$ cat config.mk
export PLATFORM = sky130hd
export DESIGN_NAME = crash_dump_unit
export DESIGN_NICKNAME = d
export VERILOG_FILES = /design/src/rtl/cdump_pkg.sv /design/src/rtl/cdump_ctrl_regs.sv /design/src/rtl/cdump_store.sv /design/src/rtl/cdump_reg_port.sv /design/src/rtl/crash_dump_unit.sv
export SDC_FILE = /design/constraint.sdc
export NUM_CORES = 1
export LEC_CHECK = 0
export ABC_AREA = 1
export BUFFER_PORTS_ARGS = -buffer_cell sky130_fd_sc_hd__buf_2
export CAP_MARGIN = 20
export CORE_MARGIN = 8
export CORE_UTILIZATION = 25
export DETAILED_ROUTE_END_ITERATION = 6
export MAX_ROUTING_LAYER = met4
export PLACE_DENSITY = 0.46
export SKIP_CTS_REPAIR_TIMING = 1
export SLEW_MARGIN = 30
export SYNTH_ARGS = -nofsm -noshare
export SYNTH_HDL_FRONTEND = slang
export SYNTH_SLANG_ARGS = --single-unit
$ cat constraint.sdc
create_clock -name clk -period 1.9 [get_ports clk]
set_input_delay 0.095 -clock clk [delete_from_list [all_inputs] [get_ports clk]]
set_output_delay 0.095 -clock clk [all_outputs]
set_load 0.1 [all_outputs]
$ cat src/rtl/cdump_pkg.sv
package cdump_pkg;
  localparam int unsigned WORD_W       = 32;
  localparam int unsigned CTRL_EN_BIT  = 0;
  localparam int unsigned CTRL_IDX_LSB = 4;

  typedef enum logic [1:0] {
    ADDR_LOCK  = 2'd0,
    ADDR_CTRL  = 2'd1,
    ADDR_COUNT = 2'd2,
    ADDR_DATA  = 2'd3
  } reg_addr_e;
endpackage

$ cat src/rtl/cdump_ctrl_regs.sv
module cdump_ctrl_regs
  import cdump_pkg::*;
#(
  parameter int unsigned IDX_W = 4
) (
  input  logic              clk,
  input  logic              rst_n,
  input  logic              wr_lock,
  input  logic              wr_ctrl,
  input  logic [WORD_W-1:0] wdata,
  input  logic              sys_rst_pulse,
  output logic              lock_o,
  output logic              en_o,
  output logic [IDX_W-1:0]  idx_o
);
  logic             lock_q, en_q;
  logic [IDX_W-1:0] idx_q;

  always_ff @(posedge clk or negedge rst_n) begin
    if (!rst_n) begin
      lock_q <= 1'b1;
      en_q   <= 1'b0;
      idx_q  <= '0;
    end else begin
      if (wr_lock && !wdata[0]) lock_q <= 1'b0;
      if (wr_ctrl && lock_q) begin
        en_q  <= wdata[CTRL_EN_BIT];
        idx_q <= wdata[CTRL_IDX_LSB +: IDX_W];
      end
      // system reset disarms capture and wins over a same-cycle write
      if (sys_rst_pulse) en_q <= 1'b0;
    end
  end

  assign lock_o = lock_q;
  assign en_o   = en_q;
  assign idx_o  = idx_q;
endmodule

$ cat src/rtl/cdump_store.sv
module cdump_store
  import cdump_pkg::*;
#(
  parameter int unsigned WORDS = 10,
  parameter int unsigned IDX_W = 4
) (
  input  logic                    clk,
  input  logic                    rst_n,
  input  logic                    capture,
  input  logic [WORDS*WORD_W-1:0] dump_i,
  input  logic [IDX_W-1:0]        idx,
  output logic [WORD_W-1:0]       word_o
);
  logic [WORD_W-1:0] snap_q [WORDS];

  for (genvar w = 0; w < WORDS; w++) begin : g_word
    always_ff @(posedge clk or negedge rst_n) begin
      if (!rst_n)       snap_q[w] <= '0;
      else if (capture) snap_q[w] <= dump_i[w*WORD_W +: WORD_W];
    end
  end

  always_comb begin
    word_o = '0;
    for (int i = 0; i < WORDS; i++) begin
      if (idx == IDX_W'(i)) word_o = snap_q[i];
    end
  end
endmodule

$ cat src/rtl/cdump_reg_port.sv
module cdump_reg_port
  import cdump_pkg::*;
#(
  parameter int unsigned IDX_W = 4,
  parameter int unsigned WORDS = 10
) (
  input  logic              clk,
  input  logic              rst_n,
  input  logic              req_valid,
  output logic              req_ready,
  input  logic              req_write,
  input  logic [1:0]        req_addr,
  input  logic [WORD_W-1:0] req_wdata,
  output logic              rsp_valid,
  input  logic              rsp_ready,
  output logic [WORD_W-1:0] rsp_rdata,
  output logic              wr_lock,
  output logic              wr_ctrl,
  input  logic              lock,
  input  logic              en,
  input  logic [IDX_W-1:0]  idx,
  input  logic [WORD_W-1:0] data_word
);
  localparam logic [IDX_W-1:0] CNT = IDX_W'(WORDS);

  logic              accept;
  logic [WORD_W-1:0] rd_mux;
  logic              vld_q;
  logic [WORD_W-1:0] dat_q;

  assign req_ready = !vld_q || rsp_ready;
  assign accept    = req_valid && req_ready;
  assign wr_lock   = accept && req_write && (req_addr == ADDR_LOCK);
  assign wr_ctrl   = accept && req_write && (req_addr == ADDR_CTRL);

  always_comb begin
    rd_mux = '0;
    if (!req_write) begin
      unique case (reg_addr_e'(req_addr))
        ADDR_LOCK:  rd_mux[0] = lock;
        ADDR_CTRL: begin
          rd_mux[CTRL_EN_BIT]              = en;
          rd_mux[CTRL_IDX_LSB +: IDX_W]    = idx;
        end
        ADDR_COUNT: rd_mux[IDX_W-1:0] = CNT;
        ADDR_DATA:  rd_mux = data_word;
        default:    rd_mux = '0;
      endcase
    end
  end

  always_ff @(posedge clk or negedge rst_n) begin
    if (!rst_n) begin
      vld_q <= 1'b0;
      dat_q <= '0;
    end else if (accept) begin
      vld_q <= 1'b1;
      dat_q <= rd_mux;
    end else if (rsp_ready) begin
      vld_q <= 1'b0;
    end
  end

  assign rsp_valid = vld_q;
  assign rsp_rdata = dat_q;
endmodule

$ cat src/rtl/crash_dump_unit.sv
module crash_dump_unit
  import cdump_pkg::*;
#(
  parameter int unsigned WORDS = 10,
  parameter int unsigned IDX_W = 4
) (
  input  logic                    clk,
  input  logic                    rst_n,
  input  logic                    sys_rst_pulse,
  input  logic [WORDS*WORD_W-1:0] dump_i,
  input  logic                    req_valid,
  output logic                    req_ready,
  input  logic                    req_write,
  input  logic [1:0]              req_addr,
  input  logic [WORD_W-1:0]       req_wdata,
  output logic                    rsp_valid,
  input  logic                    rsp_ready,
  output logic [WORD_W-1:0]       rsp_rdata
);
  logic              wr_lock, wr_ctrl, lock, cap_en;
  logic [IDX_W-1:0]  sel_idx;
  logic [WORD_W-1:0] data_word;

  cdump_ctrl_regs #(.IDX_W(IDX_W)) u_regs (
    .clk(clk), .rst_n(rst_n), .wr_lock(wr_lock), .wr_ctrl(wr_ctrl),
    .wdata(req_wdata), .sys_rst_pulse(sys_rst_pulse),
    .lock_o(lock), .en_o(cap_en), .idx_o(sel_idx)
  );

  cdump_store #(.WORDS(WORDS), .IDX_W(IDX_W)) u_store (
    .clk(clk), .rst_n(rst_n), .capture(sys_rst_pulse && cap_en),
    .dump_i(dump_i), .idx(sel_idx), .word_o(data_word)
  );

  cdump_reg_port #(.IDX_W(IDX_W), .WORDS(WORDS)) u_port (
    .clk(clk), .rst_n(rst_n), .req_valid(req_valid), .req_ready(req_ready),
    .req_write(req_write), .req_addr(req_addr), .req_wdata(req_wdata),
    .rsp_valid(rsp_valid), .rsp_ready(rsp_ready), .rsp_rdata(rsp_rdata),
    .wr_lock(wr_lock), .wr_ctrl(wr_ctrl), .lock(lock), .en(cap_en),
    .idx(sel_idx), .data_word(data_word)
  );
endmodule

==> Word level (Yosys, flattened, before mapping) <==
Index checks and enable logic that the tools add are counted.
{ "classes": {"mux": 19, "n_eq_ne": 12, "n_reduce_logical": 14} }
{ "ops": {"columns": ["op", "n"], "rows": [
  ["32-bit two-way mux", 11],
  ["24-bit two-way mux", 1],
  ["4-bit by 3-bit == test with 1-bit output, second input constant", 4],
  ["4-bit by 2-bit == test with 1-bit output, second input constant", 2],
  ["4-bit == test, second input constant", 2],
  ["4-bit one-hot mux with 2 select lines", 1],
  ["1-bit logical AND", 7],
  ["3-bit one-hot mux with 2 select lines", 1],
  ["2-bit == test, second input constant", 2],
  ["4-bit by 1-bit == test with 1-bit output, second input constant", 1],
  ["4-bit zero test", 1],
  ["1-bit two-way mux", 4],
  ["1-bit one-hot mux with 4 select lines", 1],
  ["2-bit nonzero test", 2],
  ["2-bit by 1-bit == test with 1-bit output, second input constant", 1],
  ["1-bit zero test", 2],
  ["2-bit zero test", 1],
  ["1-bit logical OR", 1]
]} }
{ "word_totals": {"out_inout_bits": 34, "ff_bits": 359} }

==> Longest topological paths before layout <==
{ "depth": {"word_depth": 13, "mapped_depth": 14} }

==> Cells and area by module <==
From an unflattened synthesis, not the netlist that was laid out.
{ "hier_totals": {"hier_cells": 1546, "hier_area_um2": 16037.9} }
{ "by_module_without_submodules": {"columns": ["mod", "cells_each", "instances", "area_per_inst_um2", "seq_area_each_um2"], "rows": [
  ["cdump_store", 1346, 1, 14229.9, 8007.7],
  ["cdump_reg_port", 171, 1, 1555.2, 825.8],
  ["cdump_ctrl_regs", 27, 1, 245.2, 151.4],
  ["crash_dump_unit", 2, 1, 7.5, 0.0]
]} }

==> Worst setup path after synthesis <==
No wires, ideal clock.
{ "synth_path": {"path_kind": "register to register", "startpoint": "reg u_port.vld_q, in the netlist u_port.rsp_valid", "endpoint": "reg u_port.dat_q[11], in the netlist u_port.rsp_rdata[11]", "setup_slack_ns": -1.109, "path_stages_with_launch": 9, "arrival_time_ns": 2.889, "n_path_buf": 1, "setup_ns": 0.120, "period_less_slack_ns": 3.009, "t_required_ns": 1.780, "path_cell_list": "dfrtp_1 > nand2_1 > nand2_1 > nor3_1 > nand2_1 > clkbuf_1 > nor2_1 > nand2_1 > nand2_1"} }
{ "synth_via": {"elab_chain_cells": 3} }
{ "synth_rtl": {"columns": ["item", "line", "rtl"], "rows": [
  ["start, declared", "cdump_reg_port.sv:28", "logic vld_q;"],
  ["start signal, assigned", "cdump_reg_port.sv:54", "vld_q <= 1'b0;"],
  ["start signal, assigned", "cdump_reg_port.sv:57", "vld_q <= 1'b1;"],
  ["start signal, assigned", "cdump_reg_port.sv:60", "vld_q <= 1'b0;"],
  ["1-bit zero test", "cdump_reg_port.sv:31", "assign req_ready = !vld_q || rsp_ready;"],
  ["1-bit logical OR", "cdump_reg_port.sv:31", null],
  ["named net req_ready", "crash_dump_unit.sv:12", "output logic req_ready,"],
  ["1-bit logical AND", "cdump_reg_port.sv:32", "assign accept = req_valid && req_ready;"],
  ["end signal, assigned", "cdump_reg_port.sv:58", "dat_q <= rd_mux;"],
  ["end, declared", "cdump_reg_port.sv:29", "logic [WORD_W-1:0] dat_q;"]
]} }
The timed path passes the listed nets, and every way through them passes these cells.
A chain may end at the register's enable or synchronous reset.

==> Worst setup path in the final report <==
{ "layout_path": {"startpoint": "reg u_regs.idx_q[2], in the netlist u_regs.idx_o[2]", "endpoint": "reg u_port.dat_q[21], in the netlist u_port.rsp_rdata[21]"} }
{ "layout_via": {"elab_chain_cells": 13, "word_cells_on_any_way": 22} }
{ "layout_rtl": {"columns": ["item", "line", "rtl"], "rows": [
  ["start, declared", "cdump_ctrl_regs.sv:17", "logic [IDX_W-1:0] idx_q;"],
  ["start signal, assigned", "cdump_ctrl_regs.sv:28", "idx_q <= wdata[CTRL_IDX_LSB +: IDX_W];"],
  ["4-bit zero test", "cdump_store.sv:26", "if (idx == IDX_W'(i)) word_o = snap_q[i];"],
  ["32-bit two-way mux (9 in series)", "cdump_store.sv:26", null],
  ["32-bit two-way mux *", "cdump_store.sv:26", null],
  ["24-bit two-way mux *", "cdump_reg_port.sv:39", "unique case (reg_addr_e'(req_addr))"],
  ["32-bit two-way mux *", "cdump_reg_port.sv:38", "if (!req_write) begin"]
]} }
Mark *: on every way between the ends. The rest lies on a longest branch, timed or not.

==> results summary <==
For this run, design rule violations remaining after detail routing come to 0. The number of top-level pins came out at 394. At the end of routability-driven placement, the weighted congestion stood at 0.8464. The count of pins over their slew limit came out at 0. The via count of the first global-routing pass came to 14,120.

The Yosys step of the flow raised 0 warnings. Setup repair after global routing could not meet its margin everywhere. Of all nets on the critical path, the largest fanout is 6. The setup violation total in the final timing report came out at 25. STA classifies the critical path startpoint as a flip-flop. The number of flops mapped to enable cells by yosys came out at 0. TritonCTS built the clock tree. The average detailed-routed wire length per instance is 20.60 microns. The maximum vdd drop came out at 0.6951 mV. The global-route wire length before repair came out at 92,250 microns. The critical path endpoint category is a flip-flop.

The total number of clock tree sinks came out at 359. From bottom edge to top edge, the die measures 268.8 microns. The worst setup slack for register-to-register paths came out at -0.20 ns. The starting utilization of the core area came out at 0.2533. The net count of the mapped netlist came out at 1,982. The power density of the placed cells came out at 1166 nW/um^2. The layout cell share with drive strength beyond 1 is 0.3799. The netlist uses 31 different library cells. The fill cell total of the finished layout came out at 6,182. The flow ran to the end, but the final reports show violations. The area of all placed cells without fillers came out at 25,810 sq um.

The path class of the tightest hold or removal check is input pin to flip-flop. The worst register-to-register path begins at u_regs.idx_o[2]$_DFFE_PN0P_. The main flop type after synthesis is sky130_fd_sc_hd__dfrtp_1. In the synthesized netlist the async set-or-reset flop fraction comes to 1.000. The worst register-to-register path has a depth of 11. For this design the static power due to leakage is 13.04 nW. The detailed router finished its first iteration with 947 violations. The peak clock frequency supported by timing is 475.6 MHz. The worst slew slack as a fraction of its limit came out at 0.6447. Max-cap violations in this run came to 0. In the layout the commonest cells are sky130_fd_sc_hd__buf_2, sky130_fd_sc_hd__dfrtp_1, sky130_fd_sc_hd__dlygate4sd3_1, sky130_fd_sc_hd__nand2_1, sky130_fd_sc_hd__mux2_2. The cell count of the worst hold path came out at 6. The total wirelength of the detailed-routed design came out at 68,470 microns. The number of I/O port buffers is 366. The worst hold margin came out at -0.02760 ns.

The number of antenna violations at the first check in global routing is 7. The clock skew is 0.02673 ns. After synthesis the cells add up to 15,980 sq um. In this run the worst setup path terminates at u_port.rsp_rdata[21]$_DFFE_PN0P_.

The count of standard-cell rows is 92. The maximum level of the CTS H-tree came out at 2. The growth of design area from synthesis to finish is 61.56%. The final global-route overflow total came out at 0.

In this run, CTS created clock tree buffers numbering 44. At the placement stage, the worst setup path has a slack of -0.6098 ns. The maximum number of pins on one net before global-route repair came out at 75. The number of iterations in the first detailed-routing pass is 5. In the post-route analysis, the smallest setup slack over all paths is -0.2026 ns.

The detailed-route via count is 14,680. The final net count came out at 2,795. The share of the clock period used by the worst path is 1.107. The overall die area came out at 72,250 sq um.

Data on the critical path arrives at its endpoint at 2.56 ns. At the pin with the least slew margin, the transition time is 0.5366 ns. The worst setup path is of the flip-flop to flip-flop kind.

The number of failing hold endpoints at the final stage came out at 1. The global router's overall resource usage is 0.1773. The share of synthesized area occupied by flip-flops and latches came out at 0.5624. The time the final worst path needs with I/O delays and setup came out at 2.103 ns. The required time of the critical path came out at 2.36 ns. Once detailed placement completed, the half-perimeter wirelength came to 49,700 microns.

The total negative setup slack is -2.549 ns. Synthesis produced 1,622 cells. The critical path starts at u_regs.idx_o[2]$_DFFE_PN0P_. The cell area after placement came out at 19,770 sq um. The via density per instance came out at 4.415. The clock latency of the later-clocked register in the worst-skew pair is 0.58 ns. The maximum clock insertion buffer count came out at 3. The clock input transition at the sequential cells of the worst setup and hold paths came out at 0.06 ns. The remaining number of nets flagged by the antenna check after routing is 0. The endpoint identified for the worst register-to-register timing path is u_port.rsp_rdata[21]$_DFFE_PN0P_. The mean post-synth cell area came out at 9.850 sq um. The checks that failed: negative hold slack, negative setup slack.

The floorplan step defined a core boundary enclosing 63,080 sq um. The library cell used most frequently in the layout, excluding fill and tap cells, is sky130_fd_sc_hd__buf_2. Measured along the x axis, the die boundary spans 268.8 microns. The tree is rooted in a sky130_fd_sc_hd__clkbuf_16. After synthesis the netlist holds a flip-flop and latch count of 359.
==> power by group <==
part	switching, mW	leakage, nW	total (mW)	internal, mW
registers	1.12	4.33	10.8	9.72
clock network	3.48	0.780	9.07	5.59
logic	5.58	7.93	10.2	4.61
total	10.2	13.0	30.1	19.9
==> metal layers <==
layer	wire length (microns)	vias to the layer above	share of wire	track usage
met1	29250	7291	0.43	0.2195
met4	1347	0	0.020	0.04684
li1	-	6950	-	-
met5	0	-	0	-
met3	2700	87	0.039	0.03538
met2	35170	347	0.51	0.2950
==> sequential cells by signal, indices dropped and copies added (netlist names) <==
| name | cells |
|---|---|
| u_regs.idx_o | 4 |
| u_port.rsp_valid | 1 |
| u_store.snap_q | 320 |
| u_regs.en_o | 1 |
| u_port.rsp_rdata | 32 |
| u_regs.lock_o | 1 |
==> synthesized netlist by cell type (8+ instances only) <==
cell type | number | area [sq um]
sky130_fd_sc_hd__dfrtp_1 | 358 | 8959
sky130_fd_sc_hd__nand2_1 | 305 | 1145
sky130_fd_sc_hd__mux2_2 | 216 | 2432
sky130_fd_sc_hd__nor2_1 | 190 | 713.2
sky130_fd_sc_hd__a21oi_1 | 144 | 720.7
sky130_fd_sc_hd__inv_1 | 137 | 514.2
sky130_fd_sc_hd__nand3_1 | 54 | 270.3
sky130_fd_sc_hd__o21ai_0 | 48 | 240.2
sky130_fd_sc_hd__buf_2 | 40 | 200.2
sky130_fd_sc_hd__clkbuf_1 | 34 | 127.6
sky130_fd_sc_hd__nand4_1 | 22 | 137.6
sky130_fd_sc_hd__o22ai_1 | 18 | 112.6
sky130_fd_sc_hd__o21ai_1 | 13 | 65.06
sky130_fd_sc_hd__inv_2 | 8 | 30.03
sky130_fd_sc_hd__nor3_2 | 8 | 80.08
==> cell families (layout without fill, tap and decap cells) <==
family / after synthesis / after routing / synth area share
AO/OA/AOI/OAI: 230 / 230 / 0.07487
AND/OR/NAND/NOR: 589 / 590 / 0.1519
flip-flops: 359 / 359 / 0.5624
buffers and inverters: 228 / 1074 / 0.05858
other: 0 / 9 / 0
multiplexers: 216 / 216 / 0.1522
==> worst max-delay path: stages, from the launching register on <==
cell and delay (ns):
sky130_fd_sc_hd__dfrtp_2 0.44, sky130_fd_sc_hd__nor2_4 0.25, sky130_fd_sc_hd__nand2_4 0.14, sky130_fd_sc_hd__buf_4 0.19, sky130_fd_sc_hd__o21ai_2 0.12, sky130_fd_sc_hd__buf_4 0.15
sky130_fd_sc_hd__nand4_1 0.14, sky130_fd_sc_hd__buf_4 0.20, sky130_fd_sc_hd__o21ai_1 0.13, sky130_fd_sc_hd__nand2_1 0.11, sky130_fd_sc_hd__nand2_1 0.07, sky130_fd_sc_hd__nand2_1 0.05
==> layout make-up <==
cell class                      count  area (sq um)  area share
Antenna cell                        9         22.52   0.0008726
Clock buffer                       67          1390     0.05386
Clock inverter                     13         186.4    0.007223
Inverter                          146         578.1     0.02240
Multi-Input combinational cell   1036          6773      0.2624
Sequential cell                   359          8992      0.3484
Tap cell                          846          1059     0.04101
Timing Repair Buffer              848          6810      0.2639
==> how the worst min path moves through the flow <==
stage	start	endpoint
detailed placement	rst_n	u_store.snap_q[219]$_DFFE_PN0P_
global route	req_addr[0]	u_port.rsp_rdata[1]$_DFFE_PN0P_
finish	req_addr[0]	u_port.rsp_rdata[1]$_DFFE_PN0P_
floorplan	rst_n	u_port.rsp_rdata[0]$_DFFE_PN0P_
CTS	rst_n	u_store.snap_q[194]$_DFFE_PN0P_
global placement	rst_n	u_store.snap_q[219]$_DFFE_PN0P_
==> per-stage QoR <==
stage	hold slack [ns]	total power, mW	utilization	instances
after floorplan	-0.2006	14.94	-	1622
after global placement	0.04649	19.05	0.3134	2878
after detailed placement	0.04323	19.20	0.3134	2878
after CTS	-0.5701	28.44	0.3384	2958
after global routing	0.02055	31.77	0.4091	3322
final	-0.02760	30.11	0.4092	3324
Note: power is estimated with default switching activity, not from simulation.
